## src/rtl/pc_seq_unit.sv

```systemverilog
module pc_seq_unit #(
  parameter int AW      = 13,
  parameter int FW      = 11,
  parameter int DW      = 8,
  parameter int PW      = 8,
  parameter int DEPTH   = 8,
  parameter int PSEL_LO = 3
) (
  input  logic          clk,
  input  logic          rst_n,
  input  logic [2:0]    op_kind,
  input  logic [FW-1:0] target,
  input  logic [PW-1:0] page_sel,
  input  logic [DW-1:0] literal,
  output logic [AW-1:0] fetch_addr,
  output logic          flush,
  output logic          w_we,
  output logic [DW-1:0] w_data
);
  localparam int SPW = $clog2(DEPTH);
  localparam int HW  = AW - FW;

  localparam logic [2:0] OP_JUMP = 3'd1;
  localparam logic [2:0] OP_CALL = 3'd2;
  localparam logic [2:0] OP_RET  = 3'd3;
  localparam logic [2:0] OP_RETL = 3'd4;

  logic [AW-1:0]  pc_q;
  logic [SPW-1:0] sp_q;
  logic [AW-1:0]  stk [DEPTH];
  logic           flush_q;
  logic           we_q;
  logic [DW-1:0]  wd_q;

  wire live     = !flush_q;
  wire do_jump  = live && (op_kind == OP_JUMP);
  wire do_call  = live && (op_kind == OP_CALL);
  wire do_retl  = live && (op_kind == OP_RETL);
  wire do_ret   = live && ((op_kind == OP_RET) || (op_kind == OP_RETL));
  wire transfer = do_jump || do_call || do_ret;

  wire [AW-1:0]  dest  = {page_sel[PSEL_LO+HW-1:PSEL_LO], target};
  wire [SPW-1:0] sp_dn = sp_q - 1'b1;
  wire [SPW-1:0] sp_up = sp_q + 1'b1;
  wire [AW-1:0]  popped = stk[sp_dn];

  logic unused_page;
  assign unused_page = ^page_sel;

  always_ff @(posedge clk or negedge rst_n) begin
    if (!rst_n) begin
      pc_q    <= '0;
      sp_q    <= '0;
      flush_q <= 1'b0;
      we_q    <= 1'b0;
      wd_q    <= '0;
    end else begin
      flush_q <= transfer;
      we_q    <= do_retl;
      if (do_retl) wd_q <= literal;
      if (do_jump || do_call) pc_q <= dest;
      else if (do_ret)        pc_q <= popped;
      else                    pc_q <= pc_q + 1'b1;
      if (do_call)     sp_q <= sp_up;
      else if (do_ret) sp_q <= sp_dn;
    end
  end

  always_ff @(posedge clk) begin
    if (do_call) stk[sp_q] <= pc_q;
  end

  assign fetch_addr = pc_q;
  assign flush      = flush_q;
  assign w_we       = we_q;
  assign w_data     = wd_q;

  AST_SEQ_STEP: assert property (@(posedge clk) disable iff (!rst_n)
    (!flush && (op_kind == 3'd0 || op_kind > 3'd4)) |=> (fetch_addr == $past(fetch_addr) + 1'b1));
  AST_JUMP_DEST: assert property (@(posedge clk) disable iff (!rst_n)
    (!flush && (op_kind == OP_JUMP || op_kind == OP_CALL)) |=>
      (fetch_addr == {$past(page_sel[PSEL_LO+HW-1:PSEL_LO]), $past(target)}));
  AST_FLUSH_SINGLE: assert property (@(posedge clk) disable iff (!rst_n)
    flush |=> !flush);
  AST_FLUSH_AFTER_XFER: assert property (@(posedge clk) disable iff (!rst_n)
    (!flush && op_kind >= 3'd1 && op_kind <= 3'd4) |=> flush);
  AST_IGNORE_IN_FLUSH: assert property (@(posedge clk) disable iff (!rst_n)
    flush |=> (fetch_addr == $past(fetch_addr) + 1'b1));
  AST_WRITE_LIT: assert property (@(posedge clk) disable iff (!rst_n)
    (!flush && op_kind == OP_RETL) |=> (w_we && w_data == $past(literal)));
  AST_WE_WITH_FLUSH: assert property (@(posedge clk) disable iff (!rst_n)
    w_we |-> flush);
endmodule

```

## config.mk

```make
export PLATFORM = sky130hd
export DESIGN_NAME = pc_seq_unit
export DESIGN_NICKNAME = d
export VERILOG_FILES = /design/src/rtl/pc_seq_unit.sv
export SDC_FILE = /design/constraint.sdc
export NUM_CORES = 1
export LEC_CHECK = 0
export BUFFER_PORTS_ARGS = -buffer_cell sky130_fd_sc_hd__buf_2
export CAP_MARGIN = 20
export CORE_MARGIN = 1.5
export CORE_UTILIZATION = 53
export CTS_CLUSTER_DIAMETER = 120
export DETAILED_ROUTE_END_ITERATION = 10
export PLACE_DENSITY = 0.75
export SYNTH_ARGS = -nofsm -noshare
export SYNTH_HDL_FRONTEND = slang
export SYNTH_SLANG_ARGS = --single-unit
```

## constraint.sdc

```tcl
create_clock -name clk -period 2.5 [get_ports clk]
set_input_delay 0 -clock clk [delete_from_list [all_inputs] [get_ports clk]]
set_output_delay 0 -clock clk [all_outputs]
set_load 0.02 [all_outputs]
```

==> run_results.csv, run 1 <==
group,metric,value,unit
run_status,status,"finished, final reports clean",
worst_setup_path,crit_path_start_kind,"flip-flop",
sta,slew_violations,0,
clock_tree,root_buffer,"clkbuf_8",
sta,whs,0.0211,ns
worst_setup_path,rr_startpoint,"flush$_DFF_PN0_",
worst_setup_path,critical_path_class,"flip-flop to flip-flop",
synth,synth_area,5550,sq um
synth,syn_nets,363,
cells_and_area,area_growth,24.1,%
global_route,grt_overflow,0,
power,fin_total_pwr,8.57,mW
detailed_routing,met1Wirelength,4690,um
clock_tree,htree_levels,4,
min_path,min_from,"op_kind[2]",
place,port_buffers,48,
detailed_routing,vias_per_cell,5.75,
detailed_routing,wirelength,11700,um
sta,hold_violations,0,
detailed_routing,drt-wirelength-per-cell,20.4,um
floorplanning,core,10200,sq um
min_path,hp-class,"input port to flip-flop",
detailed_routing,dr_total_vias,3299,
global_route,antenna_found_initial,0,
synth,synth_ff_type,"edfxtp_1",
synth,synth_async_sr_flop_share,20.0,%
floorplanning,die_y,105,um
detailed_routing,drc_errors,0,
clock_tree,clock_path_buffers,2,
cells_and_area,layout_common_cells,"edfxtp_1 (104), buf_2 (48), dfrtp_1 (25), dlygate4sd3_1 (24), buf_4 (23)",
synth,avgSynthCellArea,16.9,sq um
detailed_routing,highest_layer,"met4",
global_route,grt_use_total,22.8,%
sta,clock_skew,0.00733,ns
clock_tree,tritoncts,"yes",
cells_and_area,drive_above_1_share,33.1,%
power,p_leak,2.50,nW
sta,setup_tns,0,ns
global_route,grt_pass1_vias,3356,
sta,finalSetupViolCount,0,
power,peakVddDrop,0.707,mV
sta,period_share,89.7,%
floorplanning,ios,55,
cells_and_area,finalNetCount,460,
sta,worst_pin_slew,0.638,ns
worst_setup_path,worstPathMaxFanout,11,
sta,min_period,2.24,ns
detailed_routing,drtIter0Drc,271,
detailed_routing,route.met3.wl,736,um
synth,synth_cells,328,
synth,ys_seq_area_share,68.1,%
worst_setup_path,cp-startpoint,"flush$_DFF_PN0_",
floorplanning,die_w,105,um
detailed_routing,ant_nets,0,
synth,synth_cell_types,37,
synth,synth_edf_count,104,
detailed_routing,firstDrtPassIters,4,
sta,fmaxAchievable,0.446,GHz
sta,slew_headroom,57.5,%
cells_and_area,fin_area,6880,sq um
cells_and_area,final_common_cell,"edfxtp_1",
clock_tree,clock_latency,0.52,ns
floorplanning,initial_utilization,54.2,%
power,powerDensity,1250,nW/um^2
global_route,grt_pass1_wl,18200,um
worst_setup_path,required,2.93,ns
place,place_congestion,0.784,
worst_setup_path,crit_path_end_kind,"flip-flop",
sta,rsz0062_at_grt,"false",
flow_run,cap_violations,0,
floorplanning,die_area,11100,sq um
clock_tree,clk_pin_slew,0.06,ns
place,place_hpwl,7300,um
clock_tree,cts_buffers,17,
global_route,grt_max_degree,54,
detailed_routing,dr_wl_met2,6160,um
floorplanning,rows,37,
clock_tree,cts.sinks,130,
synth,yosysWarningCount,0,
cells_and_area,diodes,0,
synth,ys_seq_elements,130,
place,place_area,6000,sq um
worst_setup_path,cp_data_arrival_time,2.67,ns
==> logic make-up after synthesis <==
| kind of cell | synth area share, % |
|---|---|
| DFF | 68.1 |
| xor gates and xnor gates | 2.71 |
| and+or+nand+nor | 8.96 |
| buffers and inverters | 3.23 |
| muxes | 13.6 |
| adders and majority gates | 0.677 |
| AOI/OAI and AO/OA | 2.82 |
==> synthesized netlist by cell type, types with 3 or more instances <==
cell type,n,area share [%]
a21oi_1,3,0.27
a221oi_1,7,1.1
buf_2,3,0.27
buf_6,7,1.4
clkbuf_1,4,0.27
clkbuf_8,4,0.99
dfrtp_1,26,12
edfxtp_1,104,56
ha_1,3,0.68
inv_1,3,0.20
mux2_2,13,2.6
mux2i_1,20,3.6
mux4_2,18,7.3
nand2_1,12,0.81
nand3_1,5,0.45
nand3b_1,8,1.1
nand4_1,5,0.56
nor2_1,21,1.4
nor3_1,14,1.3
nor3b_1,16,2.2
o221ai_1,4,0.63
xnor2_1,11,1.7
xor2_1,3,0.47
==> registers in the layout (all words and copies together) (netlist names) <==
name	cells
w_we	1
fetch_addr	13
w_data	8
sp_q	3
flush	1
stk	104
==> per-stage QoR <==
step                      instances  utilization (%)  worst slack, ns
after detailed placement        518             58.7            0.336
after floorplan                 328                -           0.0786
after global routing            574             67.3            0.130
final                           574             67.3            0.257
after CTS                       574             67.2            0.135
after global placement          518             58.7            0.402
==> path summary, 6_finish.rpt <==
| path | endpoint | slack, ns | depth (start not counted) |
|---|---|---|---|
| min in group asynchronous | w_data[7]$_DFFE_PN0P_ | 0.07 | 2 |
| worst min-delay path | sp_q[1]$_DFFE_PN0P_ | 0.02 | 5 |
| worst max-delay path | fetch_addr[3]$_DFF_PN0_ | 0.26 | 7 |
| max in group asynchronous | sp_q[0]$_DFFE_PN0P_ | 1.97 | 2 |
| worst min register to register | w_data[7]$_DFFE_PN0P_ | 0.50 | 1 |
| worst max register to register | fetch_addr[3]$_DFF_PN0_ | 0.26 | 7 |
==> power by group <==
part,leakage (nW),internal [mW],total (mW),switching [mW]
combinational,0.960,1.28,2.73,1.45
sequential,1.23,2.81,3.24,0.434
clock,0.308,1.72,2.60,0.883
total,2.50,5.80,8.57,2.77
==> per-layer routing <==
metal  vias up  track usage, %
met5         -               0
met4         0            7.93
met3        10            5.32
met2       111            37.1
met1      1697            30.5
li1       1481               -
==> worst max-delay path, stage by stage, from the launching register on <==
cell	delay, ns
dfrtp_1	0.42
nor4b_2	0.06
dlygate4sd3_1	0.57
buf_4	0.20
a31o_4	0.29
nor2_4	0.31
inv_2	0.11
o221ai_1	0.19
==> final cells by class <==
cell class,instances,area [sq um]
Clock buffer,18,418
Timing Repair Buffer,96,673
Clock inverter,14,213
Tap cell,136,170
Fill cell,675,3350
Inverter,4,15.0
Sequential cell,130,3770
Multi-Input combinational cell,176,1620
==> timing repair <==
| item | CTS | global route |
|---|---|---|
| hold buffers | 24 | 0 |
| setup endpoints to repair | 0 | 1 |
| buffers inserted | 0 | 0 |
| gates resized for setup | 0 | 1 |
| endpoints found under the hold margin | 48 | 0 |
Note: power is estimated with default switching activity, not from simulation.
==> run 2, diff against run 1 <==
- SETUP_SLACK_MARGIN: unset -> 0.3
==> run_results.csv, run 2 (same netlist as run 1, synthesis figures left out) <==
group,metric,value,unit
cells_and_area,area_growth,23.4,%
detailed_routing,drt-wirelength-per-cell,19.9,um
worst_setup_path,required,2.88,ns
global_route,grt_pass1_vias,3314,
place,dp_slack,0.320,ns
place,place_hpwl,6970,um
run_status,status,"finished, final reports clean",
global_route,grt_max_degree,40,
sta,rsz0062_at_grt,"false",
clock_tree,root_buffer,"clkbuf_8",
cells_and_area,layout_common_cells,"edfxtp_1 (104), buf_2 (48), dlygate4sd3_1 (26), dfrtp_1 (24), buf_4 (23)",
cells_and_area,largest_reg_flops,104,
sta,min_period,2.09,ns
worst_setup_path,crit_path_start_kind,"flip-flop",
clock_tree,clock_path_buffers,2,
detailed_routing,dr_total_vias,3297,
sta,finalWorstSetupSlack,0.414,ns
floorplanning,die_area,11100,sq um
global_route,antenna_found_initial,0,
global_route,grt_use_total,22.1,%
cells_and_area,finalNetCount,463,
sta,fmaxAchievable,0.479,GHz
flow_run,cap_violations,0,
sta,slew_headroom,59.1,%
sta,slew_violations,0,
place,dp.cells,519,
place,port_buffers,48,
floorplanning,rows,37,
cells_and_area,final_common_cell,"edfxtp_1",
detailed_routing,drc_errors,0,
floorplanning,core,10200,sq um
worst_setup_path,worstSetupEndpoint,"fetch_addr[11]$_DFF_PN0_",
worst_setup_path,crit_chain,"inv_1, ha_2, buf_12, mux4_2, mux2_2, o22ai_1, a21oi_1",
power,p_leak,2.47,nW
sta,worst_pin_slew,0.613,ns
cells_and_area,diodes,0,
sta,finalSetupViolCount,0,
sta,period_share,83.4,%
clock_tree,cts_setup_buffers,0,
global_route,grt_pass1_wl,17700,um
worst_setup_path,cp_data_arrival_time,2.46,ns
sta,hold_violations,0,
worst_setup_path,worstPathMaxFanout,39,
floorplanning,ios,55,
worst_setup_path,reg2reg_to,"fetch_addr[11]$_DFF_PN0_",
worst_setup_path,slowest_stage,"dfrtp_2",
detailed_routing,wirelength,11500,um
detailed_routing,drtIter0Drc,259,
detailed_routing,vias_per_cell,5.71,
power,powerDensity,1220,nW/um^2
worst_setup_path,critical_path_class,"flip-flop to flip-flop",
clock_tree,htree_levels,4,
detailed_routing,firstDrtPassIters,5,
min_path,hp-class,"input port to asynchronous set/reset pin",
clock_tree,clock_latency,0.52,ns
clock_tree,clk_pin_slew,0.06,ns
cells_and_area,regMostFlops,"stk",
global_route,grt_overflow,0,
sta,clock_skew,0.00784,ns
worst_setup_path,rr_startpoint,"sp_q[1]$_DFFE_PN0P_",
cells_and_area,fin_cells,577,
clock_tree,cts_buffers,17,
detailed_routing,ant_nets,0,
worst_setup_path,cpPeakStageDelay,0.44,ns
floorplanning,die_y,105,um
power,peakVddDrop,0.645,mV
floorplanning,initial_utilization,54.2,%
sta,setup_tns,0,ns
clock_tree,tritoncts,"yes",
clock_tree,cts.sinks,130,
cells_and_area,drive_above_1_share,32.4,%
worst_setup_path,crit_path_end_kind,"flip-flop",
cells_and_area,final_util,66.9,%
worst_setup_path,r2r_setup_slack,0.41,ns
worst_setup_path,r2r_cells,7,
place,place_congestion,0.820,
worst_setup_path,cp-startpoint,"sp_q[1]$_DFFE_PN0P_",
floorplanning,die_w,105,um
-- run 2: cell count changes in the layout (fill, tap and decap cells not counted), sizes merged --
cell	previous run	this run
clkbuf	18	23
bufinv	5	2
clkinv	8	6
dlygate4sd3	24	26
buf	72	73
-- run 2: how the worst min path moves through the flow --
stage	cells past startpoint	from	to
after CTS	2	rst_n	fetch_addr[7]$_DFF_PN0_
after global routing	2	rst_n	w_we$_DFF_PN0_
after floorplan	0	rst_n	fetch_addr[0]$_DFF_PN0_
final	2	rst_n	w_data[2]$_DFFE_PN0P_
after global placement	1	rst_n	w_we$_DFF_PN0_
after detailed placement	1	rst_n	w_data[2]$_DFFE_PN0P_
-- run 2: per-stage QoR --
step | power (mW) | hold WS, ns | area, sq um
after global routing | 8.67 | 0.0714 | 6840
after floorplan | 5.34 | -0.296 | 5560
final | 8.31 | 0.0292 | 6840
after CTS | 8.35 | 0.0381 | 6840
after global placement | 5.89 | 0.0331 | 6010
after detailed placement | 5.98 | 0.0503 | 6010
-- run 2: layer usage --
metal	share of wire, %	up-vias	GRT usage (%)
met4	2.4	0	11.4
met3	5.3	24	4.08
met2	51	122	35.4
met1	41	1658	29.2
met5	0	-	0
li1	-	1493	-
-- run 2: critical path, delay by kind of cell (launching register included) --
| kind | cells | cell delay (ns) |
|---|---|---|
| DFF | 1 | 0.44 |
| AOI/OAI and AO/OA | 2 | 0.21 |
| adders and majority gates | 1 | 0.37 |
| muxes | 2 | 0.60 |
| buffers and inverters | 2 | 0.30 |
-- run 2: power by group --
| group | leakage (nW) | switching, mW | internal [mW] |
|---|---|---|---|
| sequential | 1.23 | 0.415 | 2.81 |
| combinational | 0.969 | 1.45 | 1.31 |
| clock | 0.271 | 0.857 | 1.47 |
-- run 2: layout make-up --
cell class | instances | area, sq um
multi-input combinational | 176 | 1610
fill | 677 | 3390
timing repair buffer | 99 | 704
sequential | 130 | 3780
clock buffer | 23 | 457
inverter | 4 | 15.0
clock inverter | 9 | 106
tap | 136 | 170
-- run 2: repair_timing --
item	in CTS	in global routing
gates resized for setup	1	2
hold endpoints to repair	50	0
hold buffers	26	0
gates cloned	0	0
endpoints found under the setup margin	1	6
